`src/rtl/padcfg_pkg.sv`:
```
package padcfg_pkg;

    localparam int CFG_W = 13;

    localparam logic [2:0] DM_PUSHPULL = 3'b110;
    localparam logic [2:0] DM_INPUT    = 3'b001;

    typedef struct packed {
        logic       mgmt_en;
        logic       oe_dis;
        logic       hold_ovr;
        logic       inp_dis;
        logic       ib_mode;
        logic       ana_en;
        logic       ana_sel;
        logic       ana_pol;
        logic       slow;
        logic       vtrip;
        logic [2:0] dm;
    } padcfg_t;

    function automatic padcfg_t cfg_default(input bit bidir);
        padcfg_t c;
        c         = '0;
        c.mgmt_en = 1'b1;
        c.oe_dis  = 1'b1;
        c.dm      = bidir ? DM_PUSHPULL : DM_INPUT;
        return c;
    endfunction

endpackage

```
`src/rtl/padcfg_shift.sv`:
```
module padcfg_shift
    import padcfg_pkg::*;
#(
    parameter bit BIDIR = 1'b0
) (
    input  logic    clk,
    input  logic    rst_n,
    input  logic    shift_en,
    input  logic    apply,
    input  logic    sin,
    output logic    sout,
    output padcfg_t cfg
);

    localparam padcfg_t          DFLT      = cfg_default(BIDIR);
    localparam logic [CFG_W-1:0] DFLT_BITS = DFLT;

    logic [CFG_W-1:0] shift_q;
    padcfg_t          shadow_q;
    logic             sout_q;

    always_ff @(posedge clk) begin
        if (!rst_n) begin
            shift_q <= DFLT_BITS;
        end else if (shift_en) begin
            shift_q <= {shift_q[CFG_W-2:0], sin};
        end
    end

    always_ff @(posedge clk) begin
        if (!rst_n) begin
            shadow_q <= DFLT;
        end else if (apply) begin
            shadow_q <= padcfg_t'(shift_q);
        end
    end

    // Top bit launched on the falling edge: half a period of hold margin
    // for the neighbour that samples it on the next rising edge.
    always_ff @(negedge clk) begin
        sout_q <= shift_q[CFG_W-1];
    end

    assign sout = sout_q;
    assign cfg  = shadow_q;

    AST_SHIFT_STEP: assert property (@(posedge clk) disable iff (!rst_n)
        shift_en |=> shift_q[CFG_W-1:1] == $past(shift_q[CFG_W-2:0]));

    AST_SHIFT_HOLD: assert property (@(posedge clk) disable iff (!rst_n)
        !shift_en |=> $stable(shift_q));

    AST_SHADOW_HOLD: assert property (@(posedge clk) disable iff (!rst_n)
        !apply |=> $stable(shadow_q));

    AST_RESET_DEFAULT: assert property (@(posedge clk)
        !rst_n |=> (shadow_q == DFLT) && (shift_q == DFLT_BITS));

endmodule

```
`src/rtl/padcfg_route.sv`:
```
module padcfg_route
    import padcfg_pkg::*;
(
    input  padcfg_t    cfg,
    input  logic       mgmt_out,
    input  logic       mgmt_oeb,
    input  logic       user_out,
    input  logic       user_oeb,
    input  logic       pad_in,
    output logic       pad_out,
    output logic       pad_oeb,
    output logic       mgmt_in,
    output logic       user_in,
    output logic       inp_dis,
    output logic       ib_mode,
    output logic       vtrip,
    output logic       slow,
    output logic       hold_ovr,
    output logic       ana_en,
    output logic       ana_sel,
    output logic       ana_pol,
    output logic [2:0] dm
);

    always_comb begin
        if (cfg.mgmt_en) begin
            pad_out = mgmt_out;
            pad_oeb = cfg.oe_dis & mgmt_oeb;
        end else begin
            pad_out = user_out;
            pad_oeb = user_oeb;
        end
    end

    assign mgmt_in  = pad_in;
    assign user_in  = pad_in;

    assign inp_dis  = cfg.inp_dis;
    assign ib_mode  = cfg.ib_mode;
    assign vtrip    = cfg.vtrip;
    assign slow     = cfg.slow;
    assign hold_ovr = cfg.hold_ovr;
    assign ana_en   = cfg.ana_en;
    assign ana_sel  = cfg.ana_sel;
    assign ana_pol  = cfg.ana_pol;
    assign dm       = cfg.dm;

endmodule

```
`src/rtl/padcfg_cell.sv`:
```
module padcfg_cell
    import padcfg_pkg::*;
#(
    parameter bit BIDIR = 1'b0
) (
    input  logic       clk,
    input  logic       rst_n,
    input  logic       shift_en,
    input  logic       apply,
    input  logic       sin,
    output logic       sout,
    input  logic       mgmt_out,
    input  logic       mgmt_oeb,
    input  logic       user_out,
    input  logic       user_oeb,
    input  logic       pad_in,
    output logic       pad_out,
    output logic       pad_oeb,
    output logic       mgmt_in,
    output logic       user_in,
    output logic       inp_dis,
    output logic       ib_mode,
    output logic       vtrip,
    output logic       slow,
    output logic       hold_ovr,
    output logic       ana_en,
    output logic       ana_sel,
    output logic       ana_pol,
    output logic [2:0] dm
);

    padcfg_t cfg;

    padcfg_shift #(.BIDIR(BIDIR)) u_shift (
        .clk      (clk),
        .rst_n    (rst_n),
        .shift_en (shift_en),
        .apply    (apply),
        .sin      (sin),
        .sout     (sout),
        .cfg      (cfg)
    );

    padcfg_route u_route (
        .cfg      (cfg),
        .mgmt_out (mgmt_out),
        .mgmt_oeb (mgmt_oeb),
        .user_out (user_out),
        .user_oeb (user_oeb),
        .pad_in   (pad_in),
        .pad_out  (pad_out),
        .pad_oeb  (pad_oeb),
        .mgmt_in  (mgmt_in),
        .user_in  (user_in),
        .inp_dis  (inp_dis),
        .ib_mode  (ib_mode),
        .vtrip    (vtrip),
        .slow     (slow),
        .hold_ovr (hold_ovr),
        .ana_en   (ana_en),
        .ana_sel  (ana_sel),
        .ana_pol  (ana_pol),
        .dm       (dm)
    );

endmodule

```
`src/rtl/padcfg_chain.sv`:
```
module padcfg_chain
    import padcfg_pkg::*;
#(
    parameter int NPADS  = 8,
    parameter int NBIDIR = 2
) (
    input  logic                 clk,
    input  logic                 cfg_rst_n,
    input  logic                 shift_en,
    input  logic                 apply,
    input  logic                 ser_in,
    output logic                 ser_out,
    input  logic [NBIDIR-1:0]    mgmt_out,
    input  logic [NBIDIR-1:0]    mgmt_oeb,
    output logic [NPADS-1:0]     mgmt_in,
    input  logic [NPADS-1:0]     user_out,
    input  logic [NPADS-1:0]     user_oeb,
    output logic [NPADS-1:0]     user_in,
    input  logic [NPADS-1:0]     pad_in,
    output logic [NPADS-1:0]     pad_out,
    output logic [NPADS-1:0]     pad_oeb,
    output logic [NPADS-1:0]     pad_inp_dis,
    output logic [NPADS-1:0]     pad_ib_mode,
    output logic [NPADS-1:0]     pad_vtrip,
    output logic [NPADS-1:0]     pad_slow,
    output logic [NPADS-1:0]     pad_hold_ovr,
    output logic [NPADS-1:0]     pad_ana_en,
    output logic [NPADS-1:0]     pad_ana_sel,
    output logic [NPADS-1:0]     pad_ana_pol,
    output logic [3*NPADS-1:0]   pad_dm
);

    localparam int CHAIN_BITS = NPADS * CFG_W;

    initial begin
        if (NBIDIR < 1 || NBIDIR > NPADS || CHAIN_BITS < CFG_W) begin
            $display("padcfg_chain: bad NBIDIR %0d for NPADS %0d", NBIDIR, NPADS);
        end
    end

    logic [NPADS:0] link;

    assign link[0] = ser_in;
    assign ser_out = link[NPADS];

    for (genvar i = 0; i < NPADS; i++) begin : g_pad
        logic m_out;
        logic m_oeb;

        if (i < NBIDIR) begin : g_bidir
            assign m_out = mgmt_out[i];
            assign m_oeb = mgmt_oeb[i];
        end else begin : g_sel
            // Selectable pad: management output looped from the pad input,
            // management output disable held high so the stored bit decides.
            assign m_out = pad_in[i];
            assign m_oeb = 1'b1;
        end

        padcfg_cell #(.BIDIR(i < NBIDIR)) u_cell (
            .clk      (clk),
            .rst_n    (cfg_rst_n),
            .shift_en (shift_en),
            .apply    (apply),
            .sin      (link[i]),
            .sout     (link[i+1]),
            .mgmt_out (m_out),
            .mgmt_oeb (m_oeb),
            .user_out (user_out[i]),
            .user_oeb (user_oeb[i]),
            .pad_in   (pad_in[i]),
            .pad_out  (pad_out[i]),
            .pad_oeb  (pad_oeb[i]),
            .mgmt_in  (mgmt_in[i]),
            .user_in  (user_in[i]),
            .inp_dis  (pad_inp_dis[i]),
            .ib_mode  (pad_ib_mode[i]),
            .vtrip    (pad_vtrip[i]),
            .slow     (pad_slow[i]),
            .hold_ovr (pad_hold_ovr[i]),
            .ana_en   (pad_ana_en[i]),
            .ana_sel  (pad_ana_sel[i]),
            .ana_pol  (pad_ana_pol[i]),
            .dm       (pad_dm[3*i +: 3])
        );
    end

endmodule

```
`config.mk`:
```
export PLATFORM = sky130hd
export DESIGN_NAME = padcfg_chain
export DESIGN_NICKNAME = d
export VERILOG_FILES = /design/src/rtl/padcfg_pkg.sv /design/src/rtl/padcfg_shift.sv /design/src/rtl/padcfg_route.sv /design/src/rtl/padcfg_cell.sv /design/src/rtl/padcfg_chain.sv
export SDC_FILE = /design/constraint.sdc
export NUM_CORES = 1
export LEC_CHECK = 0
export BUFFER_PORTS_ARGS = -buffer_cell sky130_fd_sc_hd__buf_2
export CORE_MARGIN = 2
export CORE_UTILIZATION = 55
export CTS_CLUSTER_SIZE = 12
export DETAILED_ROUTE_END_ITERATION = 7
export HOLD_SLACK_MARGIN = 0.02
export PLACE_DENSITY = 0.78
export SYNTH_ARGS = -nofsm -noshare
export SYNTH_HDL_FRONTEND = slang
export SYNTH_SLANG_ARGS = --single-unit
```
`constraint.sdc`:
```
create_clock -name clk -period 1.2 [get_ports clk]
set_input_delay 0.06 -clock clk [delete_from_list [all_inputs] [get_ports clk]]
set_output_delay 0.06 -clock clk [all_outputs]
set_load 0.02 [all_outputs]
```
==> Word level (Yosys, flattened, before mapping) <==
Cells that the tools add are included.
{ "totals": {"regBits": 216, "latchBits": 0, "mem_bits_rw": 0, "romBits": 0, "in_bits": 33, "out_inout_bits": 121, "wordCells": 122, "mem_count": 0} }
{ "op_classes": {"add_sub_neg": 0, "n_mul": 0, "div_mod_pow": 0, "magnitude_cmp": 0, "eq_ne": 0, "n_shift": 0, "muxes": 16, "bitwise_logic": 2, "reduce_logical": 0} }
{ "ops": {"columns": ["operator", "count"], "rows": [
  ["$mux W1", 16],
  ["$and A1 B1 Y1", 2]
]} }

==> Logic depth before layout (Yosys ltp) <==
{ "depth": {"depth_word": 2, "ltp_mapped": 5, "depth_no_buf": 2} }

==> Modules after synthesis <==
Synthesis repeated with hierarchy kept, for this count alone.
{ "unflattened": {"cells_unflattened": 825, "hier_area_um2": 9195.1} }
{ "by_module_without_submodules": {"columns": ["module", "instances", "cells_per_inst", "area_per_inst_um2", "seq_area_each_um2"], "rows": [
  ["padcfg_shift (g_pad[2].u_cell.u_shift ...)", 6, 86, 1023.5, 540.5],
  ["padcfg_shift (g_pad[0].u_cell.u_shift ...)", 2, 86, 1019.7, 540.5],
  ["padcfg_route", 8, 17, 126.4, 0.0],
  ["padcfg_chain", 1, 1, 3.8, 0.0]
]} }

==> results_dict.tcl <==
set metrics [dict create \
    crit_path_end_kind "output port" \
    die_y_um 132 \
    grt_pass1_vias 4848 \
    finalInstanceArea_mm2 0.0101 \
    row_count 46 \
    antenna_cells 0 \
    cp_num_cells 1 \
    setup_slack_ns -0.428 \
    rsz0062_at_grt "true" \
    nFillCells 1320 \
    leakage_nw 4.63 \
    dpl-instance-area_mm2 0.00909 \
    rr_startpoint "g_pad[2].u_cell.u_shift.sout" \
    crit_end "ser_out" \
    hold_viol 0 \
    synthToLayoutAreaGrowth_pct 10.8 \
    antenna_found_initial 0 \
    die_w_um 132 \
    clockBufferDepth 3 \
    slew_violations 0 \
    synthSimpleGateAreaFrac_pct 13.0 \
    grt_pass1_wl_um 24800 \
    dr.first_iter.drc_count 216 \
    hpwl_um 9650 \
    synthCells 820 \
    cts_inserted_buffers 23 \
    slowest_stage "dfxtp_2" \
    first_pass_iters 4 \
    fin_skew_ns 0.0676 \
    startpoint "g_pad[7].u_cell.u_shift.sout" \
    cp_top_family "flip-flops" \
    hold_class "in2out" \
    synthAdderAreaFrac_pct 0 \
    dp.cells 1037 \
    grt_use_total_pct 16.7 \
    violations "setup timing" \
    outcome "complete, but fails checks" \
    fin_util_pct 62.8 \
    vias 5143 \
    gp_congestion 0.720 \
    max-cap-violations 0 \
    r2r-end "g_pad[3].u_cell.u_shift.shift_q[0]" \
    required_ns 1.14 \
    syn_area_per_cell_um2 11.1 \
    io_pins 154 \
    synthMuxAreaShare_pct 24.7 \
    cts-root-buf "clkbuf_16" \
    insertion_delay_ns 0.55 \
    dieArea_mm2 0.0175 \
    antenna_left 0 \
    drc 0 \
    critical_path_buf_inv_count 1 \
    syn_nets 853 \
    port_buffers 147 \
    drt-total-wl_um 15100 \
    reg2reg_depth 2 \
    peakVddDrop_v 0.00108 \
    initial_utilization_pct 56.7 \
    synth_compound_area_share_pct 0.110 \
    ff2ff_setup_slack_ns -0.05 \
    finalNonFillerCells 1089 \
    fin_nets 891 \
    syn_area_mm2 0.00907 \
    yosys.area_share.xor_xnor_pct 0 \
    ys_ff_latch 216 \
    yosysSeqAreaShare_pct 47.7 \
    critPathMaxStageDelay_ns 0.30 \
    crit_type "reg2out" \
    hold_slack_ns 0.120 \
    clk_pin_slew_ns 0.03 \
    yosysWarnings 0 \
    worstPathMaxFanout 1 \
    cts_tree "done" \
    drive_above_1_share_pct 26.0 \
    slew_headroom_pct 79.6 \
    crit_path_start_kind "flop" \
    grt_start_max_net_pins 59 \
    cp_data_arrival_time_ns 1.57 \
    path_cells "buf_6" \
    grt-ovfl-total 0 \
    avgRoutedWirePerCell_um 13.9 \
    finalSetupViolCount 24 \
    worst_slew_pin_slew_ns 0.306 \
    via_per_inst 4.72 \
    synth_top_family_by_area "multiplexers" \
    synth.distinct_cells 14 \
    cts-htree-levels 1 \
    p_per_area_mw_per_mm2 1510 \
    clock-sinks 216 \
    core_area_mm2 0.0160 \
    total_power_mw 15.2 \
]
## cell usage in the layout (no fill, tap or decap), drive strengths merged
cell type    count
buf            169
clkinv           5
nor2b          156
mux2            14
bufinv           1
dlygate4sd3      4
mux2i          208
o21ai            2
dfxtp          216
clkbuf          34
nand2           52
inv             10
nand3            2
## final cells by class
type | instances | area, um2 | area share, %
Tap cell | 216 | 270 | 2.69
Timing Repair Buffer | 173 | 1210 | 12.1
Multi-Input combinational cell | 434 | 3500 | 34.8
Inverter | 2 | 7.51 | 0.0747
Sequential cell | 216 | 4350 | 43.3
Clock inverter | 14 | 71.3 | 0.710
Clock buffer | 34 | 637 | 6.34
## kinds of logic after synthesis
group | count (synthesis)
muxes | 222
buffers and inverters | 170
AOI/OAI and AO/OA | 2
DFF | 216
and+or+nand+nor | 210
## repair_timing
action,CTS,global route
buffers inserted,1,0
cloned,0,0
hold endpoints to repair,23,0
pin swaps,3,0
hold buffers,4,0
resized for setup,66,4
endpoints found under the setup margin,24,24
## per-stage QoR
| step | TNS [ns] | setup WS (ns) |
|---|---|---|
| after detailed placement | 0 | 0.00632 |
| after global placement | 0 | 0.0205 |
| after floorplan | 0 | 0.0310 |
| after CTS | -3.09 | -0.441 |
| after global routing | -3.91 | -0.457 |
| final | -2.92 | -0.428 |
## worst min-delay path by stage
stage	from	end	slack, ns	cells after the start
finish	pad_in[0]	mgmt_in[0]	0.12	0
global route	pad_in[1]	mgmt_in[1]	0.12	0
CTS	pad_in[0]	mgmt_in[0]	0.12	0
detailed placement	pad_in[0]	mgmt_in[0]	0.12	0
global placement	pad_in[0]	mgmt_in[0]	0.12	0
floorplan	ser_in	g_pad[0].u_cell.u_shift.shift_q[0]	0.23	2
## sequential cells by signal (all words and copies together), names as in the netlist
| name | flops |
|---|---|
| g_pad.u_cell.u_shift.shift_q | 104 |
| g_pad.u_cell.u_shift.sout | 8 |
| g_pad.u_cell.u_shift.cfg | 104 |
## power breakdown
part | switching [mW] | internal (mW) | total (mW)
clock network | 2.70 | 3.79 | 6.49
logic | 0.583 | 0.615 | 1.20
registers | 0.132 | 7.35 | 7.48
## Yosys cell counts
cell	count	area (um2)
inv_1	3	11.3
buf_8	2	30.0
clkbuf_1	20	75.1
nand2_1	52	195
dfxtp_1	216	4320
buf_6	4	45.0
mux2i_1	208	2080
buf_2	1	5.00
buf_12	8	160
o21ai_0	2	10.0
nand3_1	2	10.0
buf_4	132	991
nor2b_1	156	976
mux2_2	14	158
## routing by layer
metal  GRT usage, %  share of wire, %  vias to the layer above
li1               -                 -                     2637
met1           22.7                48                     2363
met2           26.9                45                      118
met3           3.45               5.4                       25
met4           4.72               2.1                        0
met5              0                 0                        -
Power figures use the tool's default switching activity.
